### config.mk
export PLATFORM = sky130hd
export DESIGN_NAME = modctl
export DESIGN_NICKNAME = d
export VERILOG_FILES = /design/src/rtl/modctl_pkg.sv /design/src/rtl/modctl_regs.sv /design/src/rtl/modctl_seq.sv /design/src/rtl/modctl_outs.sv /design/src/rtl/modctl.sv
export SDC_FILE = /design/constraint.sdc
export NUM_CORES = 1
export LEC_CHECK = 0
export ABC_AREA = 0
export ABC_CLOCK_PERIOD_IN_PS = 1900
export BUFFER_PORTS_ARGS = -buffer_cell sky130_fd_sc_hd__buf_4
export CAP_MARGIN = 20
export CELL_PAD_IN_SITES_DETAIL_PLACEMENT = 0
export CELL_PAD_IN_SITES_GLOBAL_PLACEMENT = 1
export CORE_MARGIN = 1.5
export CORE_UTILIZATION = 30
export CTS_CLUSTER_SIZE = 40
export DETAILED_ROUTE_END_ITERATION = 16
export PLACE_DENSITY_LB_ADDON = 0.1
export SETUP_SLACK_MARGIN = 0.2
export SLEW_MARGIN = 20
export SYNTH_ARGS = -nofsm -noshare
export SYNTH_HDL_FRONTEND = slang
export SYNTH_SLANG_ARGS = --single-unit
### constraint.sdc
create_clock -name clk -period 1.9 [get_ports clk]
set_input_delay 0.095 -clock clk [delete_from_list [all_inputs] [get_ports clk]]
set_output_delay 0.095 -clock clk [all_outputs]
set_load 0.01 [all_outputs]
### src/rtl/modctl_pkg.sv
package modctl_pkg;
  typedef enum logic [1:0] {
    ST_OFF  = 2'd0,
    ST_SRST = 2'd1,
    ST_RSV  = 2'd2,
    ST_ON   = 2'd3
  } mstate_e;

  localparam int          AW         = 8;
  localparam logic [AW-1:0] ADR_CMD  = 8'h00;
  localparam logic [AW-1:0] ADR_BUSY = 8'h01;
  localparam logic [AW-1:0] ADR_CTRL = 8'h10;
  localparam logic [AW-1:0] ADR_STAT = 8'h20;
  localparam int          EXTRA_BIT  = 9;
endpackage

### src/rtl/modctl_regs.sv
module modctl_regs
  import modctl_pkg::*;
#(
  parameter int N_MOD = 6,
  parameter int DW    = 32,
  parameter logic [N_MOD-1:0] EXTRA_MASK = '0
) (
  input  logic               clk,
  input  logic               rst_n,
  input  logic               wr_en,
  input  logic [AW-1:0]      addr,
  input  logic [DW-1:0]      wdata,
  input  logic               busy,
  input  logic [2*N_MOD-1:0] stat_flat,
  output logic [2*N_MOD-1:0] next_flat,
  output logic               go_fire,
  output logic [DW-1:0]      rdata
);
  logic [N_MOD-1:0][1:0] nxt_q, nxt_d;
  logic [N_MOD-1:0]      ext_q, ext_d;
  logic [N_MOD-1:0][1:0] st;
  logic                  ctl_en;
  logic                  wdata_unused;

  assign st           = stat_flat;
  assign next_flat    = nxt_q;
  assign wdata_unused = ^wdata;

  // start command only accepted while idle
  assign go_fire = wr_en && (addr == ADR_CMD) && wdata[0] && !busy;

  always_comb begin
    nxt_d  = nxt_q;
    ext_d  = ext_q;
    ctl_en = 1'b0;
    for (int i = 0; i < N_MOD; i++) begin
      if (wr_en && (addr == ADR_CTRL + AW'(i))) begin
        ctl_en = 1'b1;
        if (wdata[1:0] != ST_RSV) nxt_d[i] = wdata[1:0];
        ext_d[i] = EXTRA_MASK[i] & wdata[EXTRA_BIT];
      end
    end
  end

  always_ff @(posedge clk or negedge rst_n) begin
    if (!rst_n) begin
      nxt_q <= '0;
      ext_q <= '0;
    end else if (ctl_en) begin
      nxt_q <= nxt_d;
      ext_q <= ext_d;
    end
  end

  always_comb begin
    rdata = '0;
    if (addr == ADR_BUSY) rdata[0] = busy;
    for (int i = 0; i < N_MOD; i++) begin
      if (addr == ADR_CTRL + AW'(i)) begin
        rdata[1:0]       = nxt_q[i];
        rdata[EXTRA_BIT] = ext_q[i];
      end
      if (addr == ADR_STAT + AW'(i)) rdata[1:0] = st[i];
    end
  end
endmodule

### src/rtl/modctl_seq.sv
module modctl_seq
  import modctl_pkg::*;
#(
  parameter int N_MOD       = 6,
  parameter int AON_CNT     = 4,
  parameter int STEP_CYCLES = 3
) (
  input  logic               clk,
  input  logic               rst_n,
  input  logic               go_fire,
  input  logic [2*N_MOD-1:0] next_flat,
  output logic               busy,
  output logic [2*N_MOD-1:0] stat_flat
);
  localparam int IW = (N_MOD > 1) ? $clog2(N_MOD) : 1;
  localparam int CW = $clog2(STEP_CYCLES + 1);

  logic [N_MOD-1:0][1:0] nx;
  logic [N_MOD-1:0][1:0] stat_q, stat_d, tgt_q, tgt_d;
  logic [N_MOD-1:0]      pend_q, pend_d;
  logic [CW-1:0]         cnt_q, cnt_d;
  logic                  busy_q, busy_d;
  logic [IW-1:0]         cur;
  logic                  upd_en;

  assign nx        = next_flat;
  assign busy      = busy_q;
  assign stat_flat = stat_q;
  assign upd_en    = busy_q | go_fire;

  always_comb begin
    busy_d = busy_q;
    pend_d = pend_q;
    tgt_d  = tgt_q;
    stat_d = stat_q;
    cnt_d  = cnt_q;
    cur    = '0;
    for (int i = N_MOD - 1; i >= 0; i--) begin
      if (pend_q[i]) cur = IW'(i);
    end
    if (!busy_q) begin
      if (go_fire) begin
        busy_d = 1'b1;
        tgt_d  = nx;
        cnt_d  = '0;
        for (int i = 0; i < N_MOD; i++) begin
          pend_d[i] = (i < AON_CNT) && (nx[i] != stat_q[i]);
        end
      end
    end else if (pend_q == '0) begin
      busy_d = 1'b0;
    end else if (cnt_q == CW'(STEP_CYCLES - 1)) begin
      stat_d[cur] = tgt_q[cur];
      pend_d[cur] = 1'b0;
      cnt_d       = '0;
    end else begin
      cnt_d = cnt_q + 1'b1;
    end
  end

  always_ff @(posedge clk or negedge rst_n) begin
    if (!rst_n) begin
      busy_q <= 1'b0;
      pend_q <= '0;
      tgt_q  <= '0;
      stat_q <= '0;
      cnt_q  <= '0;
    end else if (upd_en) begin
      busy_q <= busy_d;
      pend_q <= pend_d;
      tgt_q  <= tgt_d;
      stat_q <= stat_d;
      cnt_q  <= cnt_d;
    end
  end
endmodule

### src/rtl/modctl_outs.sv
module modctl_outs
  import modctl_pkg::*;
#(
  parameter int N_MOD = 6
) (
  input  logic [2*N_MOD-1:0] stat_flat,
  output logic [N_MOD-1:0]   mod_clk_en,
  output logic [N_MOD-1:0]   mod_rst_n
);
  for (genvar i = 0; i < N_MOD; i++) begin : g_mod
    logic [1:0] s;
    assign s             = stat_flat[2*i +: 2];
    assign mod_clk_en[i] = (s == ST_SRST) || (s == ST_ON);
    assign mod_rst_n[i]  = (s == ST_ON);
  end
endmodule

### src/rtl/modctl.sv
module modctl
  import modctl_pkg::*;
#(
  parameter int N_MOD       = 6,
  parameter int AON_CNT     = 4,
  parameter int STEP_CYCLES = 3,
  parameter int DW          = 32,
  parameter logic [N_MOD-1:0] EXTRA_MASK = 6'b000101
) (
  input  logic             clk,
  input  logic             rst_n,
  input  logic             wr_en,
  input  logic [7:0]       addr,
  input  logic [DW-1:0]    wdata,
  output logic [DW-1:0]    rdata,
  output logic [N_MOD-1:0] mod_clk_en,
  output logic [N_MOD-1:0] mod_rst_n
);
  logic [2*N_MOD-1:0] next_flat;
  logic [2*N_MOD-1:0] stat_flat;
  logic               go_fire;
  logic               busy;

  modctl_regs #(.N_MOD(N_MOD), .DW(DW), .EXTRA_MASK(EXTRA_MASK)) u_regs (
    .clk(clk), .rst_n(rst_n), .wr_en(wr_en), .addr(addr), .wdata(wdata),
    .busy(busy), .stat_flat(stat_flat), .next_flat(next_flat),
    .go_fire(go_fire), .rdata(rdata)
  );

  modctl_seq #(.N_MOD(N_MOD), .AON_CNT(AON_CNT), .STEP_CYCLES(STEP_CYCLES)) u_seq (
    .clk(clk), .rst_n(rst_n), .go_fire(go_fire), .next_flat(next_flat),
    .busy(busy), .stat_flat(stat_flat)
  );

  modctl_outs #(.N_MOD(N_MOD)) u_outs (
    .stat_flat(stat_flat), .mod_clk_en(mod_clk_en), .mod_rst_n(mod_rst_n)
  );
endmodule

==> flow_results.org <==
** Pwr
- Reported leakage power :: ~0.0017 uW
- Total power divided by cell area :: 605.5 nW/um2
- Worst supply voltage drop on vdd :: between 0.0004 and 0.0005 V

** Drt
- Vias per cell :: roughly 4.7
- Routed via count :: 2,294
- Wire length per cell :: 16.40 um
- In this run, the number of DRC markers left after iteration 0 of detailed routing was 91.
- Before antenna repair, the detailed router went through 4 iterations.
- Final WL :: a little under 8000 um
- DRC :: 0
- The detail route stage leaves a number of antenna-violating nets equal to 0.

** Status
- The run finished with clean final reports.

** Timing
- Headroom to the max-slew limit came out at 57.32%.
- Timing-limited maximum frequency :: ~540 MHz
- Least setup slack across all paths after layout :: 50.78 ps
- Worst clock skew on the final layout :: about 8.5 ps
- After routing, the total negative slack on setup checks comes to 0 ps.
- RSZ-0062 raised after global routing :: true
- Final critical-path share of the clock period :: between 90% and 100%
- The count of endpoints failing hold in the final timing report came to 0.
- Final Max Slew Viols :: 0
- Post-layout min period :: 1849 ps
- Transition time at the pin with the least slew margin :: 640.2 ps
- Final hold analysis gives a worst-case slack of 31.60 ps.
- Setup violations remaining at the end of the flow were counted as 0.

** CTS
- The tree is rooted in a clkbuf_8.
- TritonCTS built the clock tree.
- The number of clock buffers added by TritonCTS is 5.
- The H-tree generated during clock tree synthesis spans 2 levels.
- Register clock-pin slew on the reported worst setup and hold paths :: 90 ps
- Clock Latency Late Sink :: 300 ps
- No sink is reached through more buffers than the 2 on the longest clock path.
- The tree built by TritonCTS fans out to 47 sinks.

** Placement
- Half-perimeter wire length after placement :: 5782 um
- Placed instance area :: 3307 um2
- Worst-case setup slack after placement :: -51.80 ps
- Including well taps, the total number of placed cells is 468.
- Buffers added on ports :: 28
- Routability-driven placement finished with a final weighted congestion of 0.7901.

** Synth
- Cell with the most instances after synthesis :: dfrtp_1
- Leading post-synthesis cells by instance count :: 47 x dfrtp_1, 33 x buf_4, 24 x mux2_2, 23 x nor2_1, 20 x nand2_1
- Number of synthesized register bits :: 47
- Synth cell types :: 59
- The synthesized design contains 0 enable-type register cells.
- Of the synthesized area, sequential elements account for 40.46%.
- The Yosys step of the flow raised 0 warnings.
- Predominant post-synthesis flop cell :: dfrtp_1
- Top cell type by total area after synthesis :: dfrtp_1
- Largest cells by area after synthesis :: dfrtp_1 40%, mux2_2 9.3%, buf_4 8.5%
- The cell area that synthesis handed to floorplanning was 2907 um2.
- Avg Synthesized Cell Area :: 9.688 um2
- Count of mapped cells out of synthesis :: 300
- The top cell type by area accounts for 40.46% of the synthesized area.
- Async set-reset flop share out of synthesis :: 100.0%

** Global route
- The first global-routing pass estimated 12,590 um of wire.
- Initial antenna violation count :: 0
- GRT overflow :: 0
- Entering global routing, the biggest net connects 48 pins.
- Via count of the first global-routing pass :: 2,156
- For this run, the total global-route usage over all layers was measured as between 10% and 20%.

** Setup path
- At the worst endpoint, the required time is 1800 ps.
- Following the worst setup path forward leads to its endpoint at rdata[1].
- CP Class :: reg -> out
- Critical Path Fanout Max :: 2
- The startpoint identified for the worst register-to-register timing path is u_seq.pend_q[4]$_DFFE_PN0P_.
- The worst setup path is captured at an output port.
- Data arrives at the worst endpoint at 1750 ps.
- For this run, the slowest stage of the critical path takes 360 ps.
- Worst setup path startpoint :: u_regs.next_flat[1]$_DFFE_PN0P_
- R2R setup slack :: 60 ps
- Reg2reg end :: u_seq.stat_flat[7]$_DFFE_PN0P_
- Traced cell by cell, the critical path runs through or2b_1 > a21oi_2 > o221ai_2 > a221o_1 > o311ai_2 > buf_4.
- The slowest stage of the critical path belongs to the cell a221o_1.
- The worst setup path is launched from a register.
- Depth of the worst register-to-register path :: 6

** Final layout
- After routing the design area is 3601 um2.
- Multi-input logic area :: between 1500 and 2000 um2
- Ant diodes :: 0
- Growth of design area from synthesis to finish :: 23.89%
- Number of filler instances in the final layout :: 969
- Finished Layout Cells :: 483
- Share of cells above drive strength 1 :: 37.01%
- Registers take about 1200 um2.
- The final layout contains 396 nets.

** Floorplanning
- Width of the die :: 101.4 um
- Area enclosed by the die boundary :: slightly above 10,000 um2
- During I/O placement, the number of pins put on the boundary was 87.
- For this configuration, the core starts out at a cell density of 31.16%.
- Row generation in the floorplan step produced 35 rows.
- Die outline height :: ~100 um
- The total area inside the core boundary comes to 9328 um2.

** Run
- Max-cap violations in this run came to 0.

** Worst hold path
- Class of the tightest hold or removal check :: in -> reg
flip-flops by register name, summed over array words and instances, names as in the netlist:
| signal | cells |
|---|---|
| u_regs.ext_q | 2 |
| u_regs.next_flat | 12 |
| u_seq.busy | 1 |
| u_seq.cnt_q | 2 |
| u_seq.pend_q | 6 |
| u_seq.stat_flat | 12 |
| u_seq.tgt_q | 12 |
stage by stage:
stage | util [%] | power, uW
global placement | 35.45 | 1296
detailed placement | 35.45 | 1296
floorplan | - | 1224
CTS | 37.93 | 2216
global route | 38.61 | 2286
finish | 38.61 | 2180
cell usage in the layout (no fill, tap or decap), types with 6 or more instances in the layout:
| master | instances |
|---|---|
| o21ai_0 | 16 |
| xor2_1 | 8 |
| nand2_1 | 19 |
| conb_1 | 29 |
| mux2_2 | 21 |
| a21oi_1 | 16 |
| nor2_1 | 23 |
| nand3_1 | 8 |
| dfrtp_1 | 42 |
| and2_1 | 6 |
| buf_4 | 63 |
power breakdown:
part           switching [uW]  leakage, uW  internal (uW)
registers                22.0     0.000633           1020
logic                     156     0.000999           95.5
clock network             362    0.0000644            525
cells by family after synthesis:
family | share of synthesized area [%]
AND/OR/NAND/NOR | 19.72
AO/OA/AOI/OAI | 16.57
buffers and inverters | 11.06
flip-flops | 40.46
multiplexers | 9.643
XOR/XNOR | 2.411
other | 0.1290
critical path: cells and delay by family, from the launching register on:
kind / cells / cell delay (ps)
flops: 1 / 350
simple gates: 1 / 240
buf+inv: 1 / 180
compound gates: 4 / 700
routing by layer:
| metal | part of all wire, % | GRT usage (%) | wire, um |
|---|---|---|---|
| met2 | 45 | 24.42 | 3588 |
| met4 | 0.38 | 2.564 | 30 |
| met3 | 3.5 | 2.346 | 277 |
| met1 | 51 | 24.71 | 4026 |
| met5 | 0 | 0 | 0 |
final cells by class:
type	count	share of cell area (%)
Clock buffer	5	1.911
Multi-Input combinational cell	229	44.86
Tap cell	129	4.482
Timing Repair Buffer	64	13.41
Sequential cell	47	32.84
Clock inverter	3	1.876
Inverter	6	0.6254
worst min path at each step:
stage,from,end,slack (ps),depth (start not counted)
after floorplan,rst_n,u_regs.ext_q[0]$_DFFE_PN0P_,-200,0
after global placement,rst_n,u_seq.stat_flat[7]$_DFFE_PN0P_,180,1
after detailed placement,rst_n,u_seq.pend_q[5]$_DFFE_PN0P_,180,1
after CTS,wdata[9],u_regs.ext_q[0]$_DFFE_PN0P_,20,2
after global routing,wdata[9],u_regs.ext_q[0]$_DFFE_PN0P_,20,2
final,wdata[9],u_regs.ext_q[0]$_DFFE_PN0P_,30,2
what timing repair did:
item	in CTS	in global routing
buffers inserted	2	4
resized for setup	14	10
pin swaps	2	6
hold buffers	1	0
cloned	0	0
hold endpoints to repair	47	0
setup endpoints to repair	10	13
Power figures use the tool's default switching activity.
